<file path="config.mk">
export PLATFORM = sky130hd
export DESIGN_NAME = i2cs_regport
export DESIGN_NICKNAME = d
export VERILOG_FILES = /design/src/rtl/i2cs_pkg.sv /design/src/rtl/i2cs_line_sync.sv /design/src/rtl/i2cs_wr_guard.sv /design/src/rtl/i2cs_regport.sv
export SDC_FILE = /design/constraint.sdc
export NUM_CORES = 1
export LEC_CHECK = 0
export BUFFER_PORTS_ARGS = -buffer_cell sky130_fd_sc_hd__buf_2
export CORE_ASPECT_RATIO = 0.8
export CORE_MARGIN = 2
export CORE_UTILIZATION = 60
export CTS_CLUSTER_SIZE = 30
export DETAILED_ROUTE_END_ITERATION = 7
export GPL_ROUTABILITY_DRIVEN = 0
export MAX_ROUTING_LAYER = met4
export PLACE_DENSITY_LB_ADDON = 0.25
export SYNTH_ARGS = -nofsm -noshare
export SYNTH_HDL_FRONTEND = slang
export SYNTH_SLANG_ARGS = --single-unit
</file>
<file path="constraint.sdc">
create_clock -name clk_i -period 3.49 [get_ports clk_i]
set_clock_uncertainty 0.15 [all_clocks]
set_input_delay 0.5235 -clock clk_i [delete_from_list [all_inputs] [get_ports clk_i]]
set_output_delay 0.5235 -clock clk_i [all_outputs]
set_load 0.005 [all_outputs]
</file>
<file path="src/rtl/i2cs_pkg.sv">
`timescale 1ns/1ps
package i2cs_pkg;
  localparam int ADDR_W = 16;
  localparam int BYTE_W = 8;

  typedef enum logic [2:0] {
    ST_IDLE, ST_DEV, ST_AHI, ST_ALO, ST_WDAT, ST_RDAT
  } state_e;
endpackage

</file>
<file path="src/rtl/i2cs_line_sync.sv">
`timescale 1ns/1ps
module i2cs_line_sync #(
  parameter int SYNC_STAGES = 2
) (
  input  logic clk_i,
  input  logic rst_ni,
  input  logic scl_i,
  input  logic sda_i,
  output logic sda_o,
  output logic scl_rise_o,
  output logic scl_fall_o,
  output logic start_o,
  output logic stop_o
);
  logic [SYNC_STAGES:0] scl_p, sda_p;
  logic scl_cur, scl_prv, sda_cur, sda_prv;

  always_ff @(posedge clk_i or negedge rst_ni) begin
    if (!rst_ni) begin
      scl_p <= '1;
      sda_p <= '1;
    end else begin
      scl_p <= {scl_p[SYNC_STAGES-1:0], scl_i};
      sda_p <= {sda_p[SYNC_STAGES-1:0], sda_i};
    end
  end

  assign scl_cur = scl_p[SYNC_STAGES-1];
  assign scl_prv = scl_p[SYNC_STAGES];
  assign sda_cur = sda_p[SYNC_STAGES-1];
  assign sda_prv = sda_p[SYNC_STAGES];

  assign sda_o      = sda_cur;
  assign scl_rise_o = scl_cur & ~scl_prv;
  assign scl_fall_o = ~scl_cur & scl_prv;
  // data edges while the clock stays high
  assign start_o    = scl_cur & scl_prv & sda_prv & ~sda_cur;
  assign stop_o     = scl_cur & scl_prv & ~sda_prv & sda_cur;
endmodule

</file>
<file path="src/rtl/i2cs_wr_guard.sv">
`timescale 1ns/1ps
module i2cs_wr_guard
  import i2cs_pkg::*;
#(
  parameter logic [ADDR_W-1:0] CTRL_LO   = 16'h0020,
  parameter logic [ADDR_W-1:0] CTRL_HI   = 16'h002E,
  parameter logic [ADDR_W-1:0] LOCK_ADDR = 16'h002F
) (
  input  logic              clk_i,
  input  logic              rst_ni,
  input  logic              wr_req_i,
  input  logic [ADDR_W-1:0] wr_addr_i,
  input  logic              wel_bit_i,
  input  logic              rwel_bit_i,
  output logic              wr_allow_o
);
  logic wel_q, rwel_q;
  logic in_ctrl;

  assign in_ctrl    = (wr_addr_i >= CTRL_LO) && (wr_addr_i <= CTRL_HI);
  assign wr_allow_o = !in_ctrl || (wel_q && rwel_q);

  always_ff @(posedge clk_i or negedge rst_ni) begin
    if (!rst_ni) begin
      wel_q  <= 1'b0;
      rwel_q <= 1'b0;
    end else if (wr_req_i && wr_addr_i == LOCK_ADDR) begin
      if (!wel_bit_i) begin
        wel_q  <= 1'b0;
        rwel_q <= 1'b0;
      end else if (rwel_bit_i && wel_q) begin
        rwel_q <= 1'b1;
      end else begin
        wel_q  <= 1'b1;
        rwel_q <= 1'b0;
      end
    end
  end

  AST_RWEL_NEEDS_WEL: assert property (@(posedge clk_i) disable iff (!rst_ni)
    $rose(rwel_q) |-> $past(wel_q));
  AST_RWEL_UNDER_WEL: assert property (@(posedge clk_i) disable iff (!rst_ni)
    rwel_q |-> wel_q);
endmodule

</file>
<file path="src/rtl/i2cs_regport.sv">
`timescale 1ns/1ps
module i2cs_regport
  import i2cs_pkg::*;
#(
  parameter logic [6:0]        DEV_ID      = 7'h52,
  parameter int                PAGE_BITS   = 4,
  parameter int                SYNC_STAGES = 2,
  parameter logic [ADDR_W-1:0] CTRL_LO     = 16'h0020,
  parameter logic [ADDR_W-1:0] CTRL_HI     = 16'h002E,
  parameter logic [ADDR_W-1:0] LOCK_ADDR   = 16'h002F,
  parameter int                WEL_BIT     = 1,
  parameter int                RWEL_BIT    = 2
) (
  input  logic              clk_i,
  input  logic              rst_ni,
  input  logic              scl_i,
  input  logic              sda_i,
  output logic              sda_oe_o,
  output logic [ADDR_W-1:0] mem_addr_o,
  output logic [BYTE_W-1:0] mem_wdata_o,
  output logic              mem_we_o,
  output logic              mem_re_o,
  input  logic [BYTE_W-1:0] mem_rdata_i
);
  localparam logic [PAGE_BITS-1:0] PG_ONE = PAGE_BITS'(1);
  localparam logic [3:0] BITS_LAST = 4'(BYTE_W);

  logic sda_s, scl_rise, scl_fall, start_det, stop_det;
  state_e state_q;
  logic [3:0] cnt_q;
  logic [BYTE_W-1:0] sr_q, tx_q, rd_buf_q, hi_q;
  logic [ADDR_W-1:0] addr_q;
  logic ack_ph_q, rw_q, re_q;
  logic byte_done, wr_fire, wr_allow;

  i2cs_line_sync #(.SYNC_STAGES(SYNC_STAGES)) u_sync (
    .clk_i, .rst_ni, .scl_i, .sda_i,
    .sda_o(sda_s), .scl_rise_o(scl_rise), .scl_fall_o(scl_fall),
    .start_o(start_det), .stop_o(stop_det)
  );

  assign byte_done = scl_fall && !ack_ph_q && cnt_q == BITS_LAST && !stop_det && !start_det;
  assign wr_fire   = byte_done && state_q == ST_WDAT;

  i2cs_wr_guard #(.CTRL_LO(CTRL_LO), .CTRL_HI(CTRL_HI), .LOCK_ADDR(LOCK_ADDR)) u_guard (
    .clk_i, .rst_ni,
    .wr_req_i(wr_fire), .wr_addr_i(addr_q),
    .wel_bit_i(sr_q[WEL_BIT]), .rwel_bit_i(sr_q[RWEL_BIT]),
    .wr_allow_o(wr_allow)
  );

  always_ff @(posedge clk_i or negedge rst_ni) begin
    if (!rst_ni) begin
      state_q <= ST_IDLE; cnt_q <= '0; sr_q <= '0; tx_q <= '0; rd_buf_q <= '0;
      hi_q <= '0; addr_q <= '0; ack_ph_q <= 1'b0; rw_q <= 1'b0; re_q <= 1'b0;
      sda_oe_o <= 1'b0; mem_addr_o <= '0; mem_wdata_o <= '0;
      mem_we_o <= 1'b0; mem_re_o <= 1'b0;
    end else begin
      mem_we_o <= 1'b0;
      mem_re_o <= 1'b0;
      re_q     <= mem_re_o;
      if (re_q) rd_buf_q <= mem_rdata_i;
      if (stop_det) begin
        state_q <= ST_IDLE; sda_oe_o <= 1'b0; ack_ph_q <= 1'b0;
      end else if (start_det) begin
        state_q <= ST_DEV; cnt_q <= '0; sda_oe_o <= 1'b0; ack_ph_q <= 1'b0;
      end else begin
        case (state_q)
          ST_DEV, ST_AHI, ST_ALO, ST_WDAT: begin
            if (!ack_ph_q) begin
              if (scl_rise && cnt_q != BITS_LAST) begin
                sr_q  <= {sr_q[BYTE_W-2:0], sda_s};
                cnt_q <= cnt_q + 4'd1;
              end else if (byte_done) begin
                cnt_q <= '0; ack_ph_q <= 1'b1; sda_oe_o <= 1'b1;
                case (state_q)
                  ST_DEV: begin
                    if (sr_q[7:1] != DEV_ID) begin
                      state_q <= ST_IDLE; ack_ph_q <= 1'b0; sda_oe_o <= 1'b0;
                    end else begin
                      rw_q <= sr_q[0];
                      if (sr_q[0]) begin
                        mem_re_o <= 1'b1; mem_addr_o <= addr_q; addr_q <= addr_q + 1'b1;
                      end
                    end
                  end
                  ST_AHI: hi_q <= sr_q;
                  ST_ALO: addr_q <= {hi_q, sr_q};
                  default: begin
                    mem_we_o <= wr_allow; mem_addr_o <= addr_q; mem_wdata_o <= sr_q;
                    addr_q <= {addr_q[ADDR_W-1:PAGE_BITS], addr_q[PAGE_BITS-1:0] + PG_ONE};
                  end
                endcase
              end
            end else if (scl_fall) begin
              ack_ph_q <= 1'b0; sda_oe_o <= 1'b0;
              case (state_q)
                ST_DEV: begin
                  if (rw_q) begin
                    state_q <= ST_RDAT; tx_q <= rd_buf_q; sda_oe_o <= ~rd_buf_q[7];
                  end else state_q <= ST_AHI;
                end
                ST_AHI:  state_q <= ST_ALO;
                ST_ALO:  state_q <= ST_WDAT;
                default: ;
              endcase
            end
          end
          ST_RDAT: begin
            if (!ack_ph_q) begin
              if (scl_fall) begin
                if (cnt_q == BITS_LAST - 4'd1) begin
                  sda_oe_o <= 1'b0; ack_ph_q <= 1'b1; cnt_q <= '0;
                end else begin
                  cnt_q <= cnt_q + 4'd1; tx_q <= {tx_q[BYTE_W-2:0], 1'b0}; sda_oe_o <= ~tx_q[6];
                end
              end
            end else if (scl_rise) begin
              if (sda_s) state_q <= ST_IDLE;  // master declined more data
              else begin
                mem_re_o <= 1'b1; mem_addr_o <= addr_q; addr_q <= addr_q + 1'b1;
              end
            end else if (scl_fall) begin
              ack_ph_q <= 1'b0; tx_q <= rd_buf_q; sda_oe_o <= ~rd_buf_q[7];
            end
          end
          default: ;
        endcase
      end
    end
  end

  AST_STROBE_EXCL: assert property (@(posedge clk_i) disable iff (!rst_ni)
    !(mem_we_o && mem_re_o));
  AST_PAGE_WRAP: assert property (@(posedge clk_i) disable iff (!rst_ni)
    wr_fire |=> addr_q[ADDR_W-1:PAGE_BITS] == $past(addr_q[ADDR_W-1:PAGE_BITS]));
  AST_STOP_IDLE: assert property (@(posedge clk_i) disable iff (!rst_ni)
    stop_det |=> state_q == ST_IDLE);
  AST_IDLE_RELEASE: assert property (@(posedge clk_i) disable iff (!rst_ni)
    state_q == ST_IDLE |-> !sda_oe_o);
  AST_RE_PULSE: assert property (@(posedge clk_i) disable iff (!rst_ni)
    mem_re_o |=> !mem_re_o);
endmodule

</file>
==> impl_metrics.ini, run 1 <==
[logic_synthesis]
synth.net_count = 461
synth_common_cells = dfrtp_1, nand2_1, mux2_2, o21ai_0, nand3_1
ys_ff_latch = 92
synth_cells = 445
synth_top_area_share_pct = 46.0
synth_ff_type = dfrtp_1
async_reset_ff_share_pct = 100
avgSynthCellArea_um2 = 10.5
yosysSeqAreaShare_pct = 49.3
syn_area_um2 = 4680
post-synth-top-count-cell = dfrtp_1
synth_area_leader_cell = dfrtp_1
synth-edff-count = 0
yosys_warnings = 0
synth_area_leaders = dfrtp_1, mux2_2, o21ai_0
synth_cell_types = 70

[grt]
grt_remaining_overflow = 0
grt_use_total_pct = 28.1
grt_pass1_vias = 3603
antenna_found_initial = 0
grt_max_degree = 93
grt_pass1_wl_um = 18300

[clocking]
hold_buffers = 0
cts_setup_buffers = 0
root_buffer = clkbuf_8
cts_buffers = 9
clk_pin_slew_ns = 0.10
clock_latency_ns = 0.38
post_cts_resize_count = 0
cts_max_level = 3
tritoncts = done
cts_max_path_buffers = 2
cts.sinks = 92

[power]
internal_power_mw = 1.54
switchingPower_mw = 0.597
comb_power_share_pct = 10.5
swShare_pct = 27.9
powerDensity_nw_per_um2 = 413
ir_worst_vdd_uv = 268
leakage_nw = 2.39
total_power_mw = 2.14
clkPwrFrac_pct = 36.3
pwr-share-seq_pct = 53.2

[status]
status = finished, violations left
violations = hold timing

[critical_path]
reg2reg_from = u_sync.scl_p[1]
cp-start-kind = register
end_kind = register
worstSetupStartpoint = u_sync.scl_p[1]
crit_required_ns = 3.60
crit_type = register to register
path_max_fanout = 16
regToRegSetupSlack_ns = 0.55
worstPathArrival_ns = 3.06

[sta]
relSlewSlack_pct = 45.2
drv_slew = 0
finalHoldViolCount = 4
rsz0062_at_grt = no
finalCritPeriodShare_pct = 84.3
period_minus_slack_ns = 2.94
whs_ns = -0.00919
tightest_slew_ns = 0.819
setup_viol_count_final = 0
tns_ns = 0
max_freq_mhz = 340

[floorplan]
die_w_um = 103
die_h_um = 83
dieArea_um2 = 8530
num_io_pins = 39
start_util_pct = 62.4
row_count = 28
coreArea_um2 = 7500

[cells_and_area]
fin_area_um2 = 5190
final_nets = 495
utilization_pct = 69.2
antennaDiodeCount = 0
drive_gt1_share_pct = 25.6
syn_to_final_growth_pct = 10.9

[detailed_routing]
drc = 0
first_pass_iters = 5
drt-initial-drc-count = 378
vias = 3799
totalWireLength_um = 10800
wl_per_cell_um = 18.3
ant_nets = 0
viasPerCell = 6.45

[job]
maxCapViolations = 0

[place]
numPortBuffers = 38
hpwl_um = 7590
dpl_cell_area_um2 = 4970

[worst_hold_path]
hp-class = input pin to async pin
-- cells by family after synthesis --
logic type | synth area share, %
XOR/XNOR | 0.749
flip-flops | 49.3
AO/OA/AOI/OAI | 17.0
buffers and inverters | 3.55
multiplexers | 12.2
adder cells (fa/ha/maj) | 1.07
AND/OR/NAND/NOR | 16.1
-- registers in the layout (all words and copies together), names as in the netlist --
name,cells
addr_q,16
mem_addr_o,16
hi_q,8
mem_wdata_o,8
rd_buf_q,8
sr_q,8
tx_q,7
cnt_q,4
state_q,3
u_sync.scl_p,3
u_sync.sda_p,3
ack_ph_q,1
mem_re_o,1
mem_we_o,1
re_q,1
rw_q,1
sda_oe_o,1
u_guard.rwel_q,1
u_guard.wel_q,1
-- through the flow --
| stage | cells | setup slack [ns] |
|---|---|---|
| after CTS | 589 | 0.557 |
| final | 589 | 0.547 |
| after floorplan | 445 | 0.964 |
| after global placement | 573 | 0.723 |
| after global routing | 589 | 0.297 |
| after detailed placement | 573 | 0.567 |
-- final timing paths --
path	depth (start not counted)	endpoint
max	5	mem_addr_o[4]
min	2	cnt_q[1]
max reg2reg	5	mem_addr_o[4]
min reg2reg	0	u_sync.sda_p[1]
max in group asynchronous	2	u_sync.scl_p[2]
min in group clk_i	1	u_sync.sda_p[0]
-- critical path, stage by stage (launching register included) --
cell and delay [ns]:
dfstp_2 0.65, nor2b_1 0.25, a21oi_1 0.11, o211ai_1 0.62, or2_1 0.64, mux2_2 0.41
-- power groups by stage --
stage	clock, mW	sequential, mW	combinational (mW)
2_1_floorplan	0	1.14	0.144
3_3_place_gp	0	1.15	0.214
3_5_place_dp	0	1.16	0.223
4_1_cts	0.794	1.14	0.223
5_1_grt	0.834	1.15	0.252
6_report	0.777	1.14	0.226
-- layer usage --
metal	global-route usage, %	part of all wire, %
met1	42.4	46
met2	37.3	43
met3	7.91	9.9
met4	8.01	1.2
met5	-	0
-- cell type report --
class                   instances  area (um2)
clock buffers                  10         138
clock inverters                 6        78.8
fillers                       584        2310
inverters                      15        56.3
multi-input cells             314        2200
flip-flops and latches         92        2310
well taps                     105         131
repair buffers                 47         273
-- layout by cell type, fill, tap and decap left out, types with 10 or more instances in the layout --
cell and instances:
clkbuf_8 10, o21ai_0 39, a21oi_1 12, nand3_1 23, nor2_1 19, nand2_1 44, dfrtp_1 86, mux2_2 39
buf_2 37, inv_1 15
No activity file was read; power rests on OpenSTA's default activity.
==> run 2: changes to the inputs <==
--- a/config.mk
+++ b/config.mk
@@ -5,6 +5,7 @@
 export SDC_FILE = /design/constraint.sdc
 export NUM_CORES = 1
 export LEC_CHECK = 0
+export ABC_AREA = 1
 export BUFFER_PORTS_ARGS = -buffer_cell sky130_fd_sc_hd__buf_2
 export CORE_ASPECT_RATIO = 0.8
 export CORE_MARGIN = 2
==> constraint.sdc (replaced) <==
create_clock -name clk_i -period 2.77 [get_ports clk_i]
set_clock_uncertainty 0.15 [all_clocks]
set_input_delay 0.4155 -clock clk_i [delete_from_list [all_inputs] [get_ports clk_i]]
set_output_delay 0.4155 -clock clk_i [all_outputs]
set_load 0.005 [all_outputs]
==> impl_metrics.ini, run 2 <==
[logic_synthesis]
synth_area_leaders = dfrtp_1, nand2_1, o21ai_0
synth_cells = 617
synth_cell_types = 34
yosysSeqAreaShare_pct = 48.9
synth-edff-count = 0
synth_top_area_share_pct = 45.6
post-synth-top-count-cell = nand2_1
synth.net_count = 633
yosys_warnings = 0
yosys.area_share.simple_pct = 29.7
synth_xor_area_share_pct = 0.556
synth_common_cells = nand2_1, dfrtp_1, inv_1
avgSynthCellArea_um2 = 7.66
async_reset_ff_share_pct = 100
synth.area.mux_share_pct = 0.477
synth_top_family_by_area = simple AND/OR/NAND/NOR gates
synth_compound_area_share_pct = 11.7
syn_area_um2 = 4720
ys_ff_latch = 92
synth_fa_ha_area_share_pct = 1.06
synth_area_leader_cell = dfrtp_1
synth_ff_type = dfrtp_1

[critical_path]
crit_buf_inv = 1
end_kind = register
path_max_fanout = 14
worstPathArrival_ns = 2.58
crit_slowest_cell = dfrtp_1
r2r_cells = 9
crit_chain = inv_2, nor2_4, nand2_2, nor2_2, nor2_2, nand3_2, nand3b_1, nand2_1, nand2_1
crit_required_ns = 2.92
cp_top_family = simple AND/OR/NAND/NOR gates
cp-start-kind = register
crit_type = register to register
reg2reg_from = state_q[0]
regToRegSetupSlack_ns = 0.34
cpPeakStageDelay_ns = 0.51
r2r-end = addr_q[7]

[power]
clkPwrFrac_pct = 21.3
switchingPower_mw = 1.65
total_power_mw = 3.99
leakage_nw = 2.64
powerDensity_nw_per_um2 = 767
pwr-share-seq_pct = 42.5
swShare_pct = 41.5
ir_worst_vdd_uv = 563
comb_power_share_pct = 36.2
internal_power_mw = 2.33

[sta]
finalHoldViolCount = 0
period_minus_slack_ns = 2.43
max_freq_mhz = 411
rsz0062_at_grt = no
finalCritPeriodShare_pct = 87.8
tns_ns = 0
tightest_slew_ns = 0.491
setup_slack_ns = 0.339
relSlewSlack_pct = 67.0
setup_viol_count_final = 0
drv_slew = 0

[detailed_routing]
vias = 4167
wl_per_cell_um = 13.5
first_pass_iters = 5
ant_nets = 0
drt-initial-drc-count = 331
totalWireLength_um = 10400
viasPerCell = 5.43
drc = 0

[floorplan]
die_h_um = 83.4
num_io_pins = 39
start_util_pct = 63.0
coreArea_um2 = 7500
row_count = 28
die_w_um = 103
dieArea_um2 = 8600

[status]
status = finished clean

[grt]
grt_max_degree = 56
grt_pass1_vias = 3715
grt_pass1_wl_um = 17500
antenna_found_initial = 0
grt_use_total_pct = 26.5
grt_remaining_overflow = 0

[cells_and_area]
syn_to_final_growth_pct = 10.0
fillers = 628
top_regs = addr_q x16, mem_addr_o x16
drive_gt1_share_pct = 14.8
layout_common_cells = nand2_1, dfrtp_1, inv_1, o21ai_0, nor2_1
antennaDiodeCount = 0
layout_commonest_cell = nand2_1
final_nets = 673

[clocking]
root_buffer = clkbuf_8
clock_latency_ns = 0.36
clk_pin_slew_ns = 0.09
cts.sinks = 92
cts_setup_buffers = 0
cts_max_path_buffers = 2
cts_max_level = 3
post_cts_resize_count = 0
cts_buffers = 9
tritoncts = done

[worst_hold_path]
min_from = mem_rdata_i[5]
holdPathStages = 3
whs_endpoint = rd_buf_q[5]
hp-class = input pin to register

[place]
numPortBuffers = 38
place_worst_setup_slack_ns = 0.360
hpwl_um = 7560

[job]
maxCapViolations = 0
-- run 2: power groups by stage --
| stage | Combinational (mW) | Sequential (mW) | Clock [mW] |
|---|---|---|---|
| after floorplan | 1.19 | 1.65 | 0 |
| after global routing | 1.61 | 1.72 | 0.929 |
| after CTS | 1.42 | 1.69 | 0.862 |
| final | 1.44 | 1.69 | 0.850 |
| after global placement | 1.36 | 1.71 | 0 |
| after detailed placement | 1.41 | 1.72 | 0 |
-- run 2: area by class of cell --
type | instances | area, um2 | area share (%)
Inverter | 69 | 259 | 4.98
Timing Repair Buffer | 44 | 258 | 4.96
Tap cell | 105 | 131 | 2.53
Multi-Input combinational cell | 441 | 2050 | 39.5
Clock inverter | 5 | 35.0 | 0.674
Sequential cell | 92 | 2310 | 44.4
Clock buffer | 11 | 151 | 2.91
-- run 2: repair_timing --
action / in CTS / in global routing
hold endpoints to repair: 39 / 0
endpoints found under the setup margin: 0 / 0
hold buffers: 3 / 0
-- run 2: cell families after synthesis --
logic type / count (synthesis)
fa+ha+maj: 4
xor+xnor: 3
simple gates: 334
buf+inv: 84
compound gates: 98
flops: 92
mux: 2
-- run 2: worst register-to-register path, cell delays in order (launching register included) --
cell and delay, ns:
dfrtp_1 0.51, inv_2 0.08, nor2_4 0.29, nand2_2 0.26
nor2_2 0.32, nor2_2 0.11, nand3_2 0.08, nand3b_1 0.37
nand2_1 0.11, nand2_1 0.09
-- run 2: per-stage QoR --
| stage | util [%] | cell area, um2 | hold WS [ns] | instances |
|---|---|---|---|---|
| after floorplan | - | 4720 | -0.0301 | 617 |
| after global placement | 66.4 | 4980 | 0.198 | 748 |
| after detailed placement | 66.4 | 4980 | 0.199 | 748 |
| after CTS | 69.3 | 5200 | 0.0986 | 767 |
| after global routing | 69.3 | 5200 | 0.100 | 767 |
| final | 69.3 | 5200 | 0.107 | 767 |
-- run 2: worst max-delay path by stage --
| stage | from | end | slack [ns] | depth (start not counted) |
|---|---|---|---|---|
| finish | state_q[0] | addr_q[7] | 0.34 | 9 |
| global route | state_q[0] | addr_q[6] | 0.12 | 9 |
| CTS | state_q[0] | addr_q[8] | 0.32 | 9 |
| detailed placement | state_q[0] | addr_q[7] | 0.36 | 9 |
| global placement | state_q[0] | addr_q[15] | 0.50 | 9 |
| floorplan | u_sync.scl_p[2] | mem_addr_o[4] | 0.90 | 10 |
-- run 2: metal layers --
layer | GRT usage, % | routed length, um | up-vias
li1 | - | - | 2049
met1 | 39.1 | 5060 | 1938
met2 | 36.7 | 4380 | 163
met3 | 7.15 | 823 | 17
met4 | 5.86 | 123 | 0
met5 | - | 0 | -
==> run 3: changes to the inputs <==
--- a/config.mk
+++ b/config.mk
@@ -15,6 +15,7 @@
 export GPL_ROUTABILITY_DRIVEN = 0
 export MAX_ROUTING_LAYER = met4
 export PLACE_DENSITY_LB_ADDON = 0.25
+export SLEW_MARGIN = 20
 export SYNTH_ARGS = -nofsm -noshare
 export SYNTH_HDL_FRONTEND = slang
 export SYNTH_SLANG_ARGS = --single-unit
==> constraint.sdc (replaced) <==
create_clock -name clk_i -period 2.77 [get_ports clk_i]
set_clock_uncertainty 0.15 [all_clocks]
set_input_delay 0.277 -clock clk_i [delete_from_list [all_inputs] [get_ports clk_i]]
set_output_delay 0.277 -clock clk_i [all_outputs]
set_load 0.005 [all_outputs]
==> impl_metrics.ini, run 3 (same netlist as run 2, synthesis figures left out) <==
[sta]
drv_slew = 0
finalCritPeriodShare_pct = 88.4
max_freq_mhz = 408
rsz0062_at_grt = no
finalHoldViolCount = 0
tns_ns = 0
relSlewSlack_pct = 58.2
setup_slack_ns = 0.321
setup_viol_count_final = 0
tightest_slew_ns = 0.627
period_minus_slack_ns = 2.45

[worst_hold_path]
holdPathStages = 0
hp-class = register to register

[detailed_routing]
totalWireLength_um = 10500
vias = 4200
ant_nets = 0
wl_per_cell_um = 13.6
viasPerCell = 5.42
drt-initial-drc-count = 319
first_pass_iters = 5
drc = 0

[floorplan]
row_count = 28
dieArea_um2 = 8600
die_w_um = 103
die_h_um = 83.4
coreArea_um2 = 7500
start_util_pct = 63.0
num_io_pins = 39

[critical_path]
r2r-end = addr_q[9]
worstSetupStartpoint = state_q[0]
worstPathArrival_ns = 2.61
end_kind = register
cp_top_family = simple AND/OR/NAND/NOR gates
endpoint = addr_q[9]
path_max_fanout = 14
crit_chain = inv_2, nor2_4, nand2_2, nor2_2, nor2_2, nand3_2, nand3b_1, nand2_1, nand2_1
cp-start-kind = register
crit_buf_inv = 1
cpPeakStageDelay_ns = 0.51
regToRegSetupSlack_ns = 0.32
reg2reg_from = state_q[0]
crit_required_ns = 2.93
r2r_cells = 9
critical_path_depth = 9
crit_type = register to register
crit_slowest_cell = dfrtp_1

[grt]
antenna_found_initial = 0
grt_use_total_pct = 26.6
grt_max_degree = 51
grt_remaining_overflow = 0
grt_pass1_wl_um = 17600
grt_pass1_vias = 3749

[clocking]
cts_max_level = 3
cts.sinks = 92
cts_setup_buffers = 0
cts_buffers = 9
clock_latency_ns = 0.37
cts_max_path_buffers = 2
clk_pin_slew_ns = 0.09
tritoncts = done
root_buffer = clkbuf_8

[status]
status = finished clean

[cells_and_area]
layout_common_cells = nand2_1, dfrtp_1, inv_1, o21ai_0, nor2_1
syn_to_final_growth_pct = 11.7
antennaDiodeCount = 0
final_nets = 681
layout_commonest_cell = nand2_1
drive_gt1_share_pct = 14.6
top_regs = addr_q x16, mem_addr_o x16

[job]
maxCapViolations = 0

[place]
hpwl_um = 7610
place_worst_setup_slack_ns = 0.381
numPortBuffers = 38

[power]
leakage_nw = 2.67
powerDensity_nw_per_um2 = 756
ir_worst_vdd_uv = 377
==> run 3: changes by cell type in the layout (fill, tap and decap cells not counted) <==
cell | previous run | this run
dlygate4sd3_1 | 3 | 11
==> run 3: report_power, final <==
group          switching (mW)  internal, mW
registers               0.176          1.52
logic                    1.00         0.442
clock network           0.468         0.377
total                    1.65          2.34
==> run 3: worst register-to-register path: cells and delay by family (launching register included) <==
kind                   cells  cell delay, ns
buffers and inverters      1            0.08
flip-flops                 1            0.51
AND/OR/NAND/NOR            8            1.65
==> run 3: per-layer routing <==
layer	GRT usage [%]	vias to the layer above	part of all wire, %
met4	7.66	0	1.2
li1	-	2064	-
met2	36.7	162	44
met1	38.7	1960	47
met3	7.15	14	7.8
met5	-	-	0
==> run 3: final cells by class <==
cell class / count / area, um2
tap: 105 / 131
inverter: 69 / 259
timing repair buffer: 52 / 338
fill: 668 / 2220
clock inverter: 5 / 35.0
sequential: 92 / 2310
multi-input combinational: 441 / 2050
clock buffer: 11 / 151
==> run 3: worst min path at each step <==
stage                               start         endpoint  slack (ns)
after detailed placement           rst_ni          sr_q[1]        0.19
after floorplan                    rst_ni         ack_ph_q       -0.17
after global routing      u_sync.sda_p[0]  u_sync.sda_p[1]        0.21
final                     u_sync.sda_p[0]  u_sync.sda_p[1]        0.21
after global placement             rst_ni         cnt_q[1]        0.18
after CTS                 u_sync.scl_p[0]  u_sync.scl_p[1]        0.21
==> run 3: per-stage QoR <==
step	hold WS (ns)	cells	power [mW]	util (%)	cell area, um2
global route	0.213	775	4.27	70.4	5280
detailed placement	0.191	748	3.12	66.4	4980
floorplan	-0.169	617	2.84	-	4720
CTS	0.211	775	3.98	70.4	5280
finish	0.209	775	3.99	70.4	5280
global placement	0.184	748	3.08	66.4	4980
==> run 3: timing repair <==
| item | CTS | global route |
|---|---|---|
| hold buffers | 11 | 0 |
| gates resized for setup | 0 | 0 |
| hold endpoints to repair | 56 | 0 |
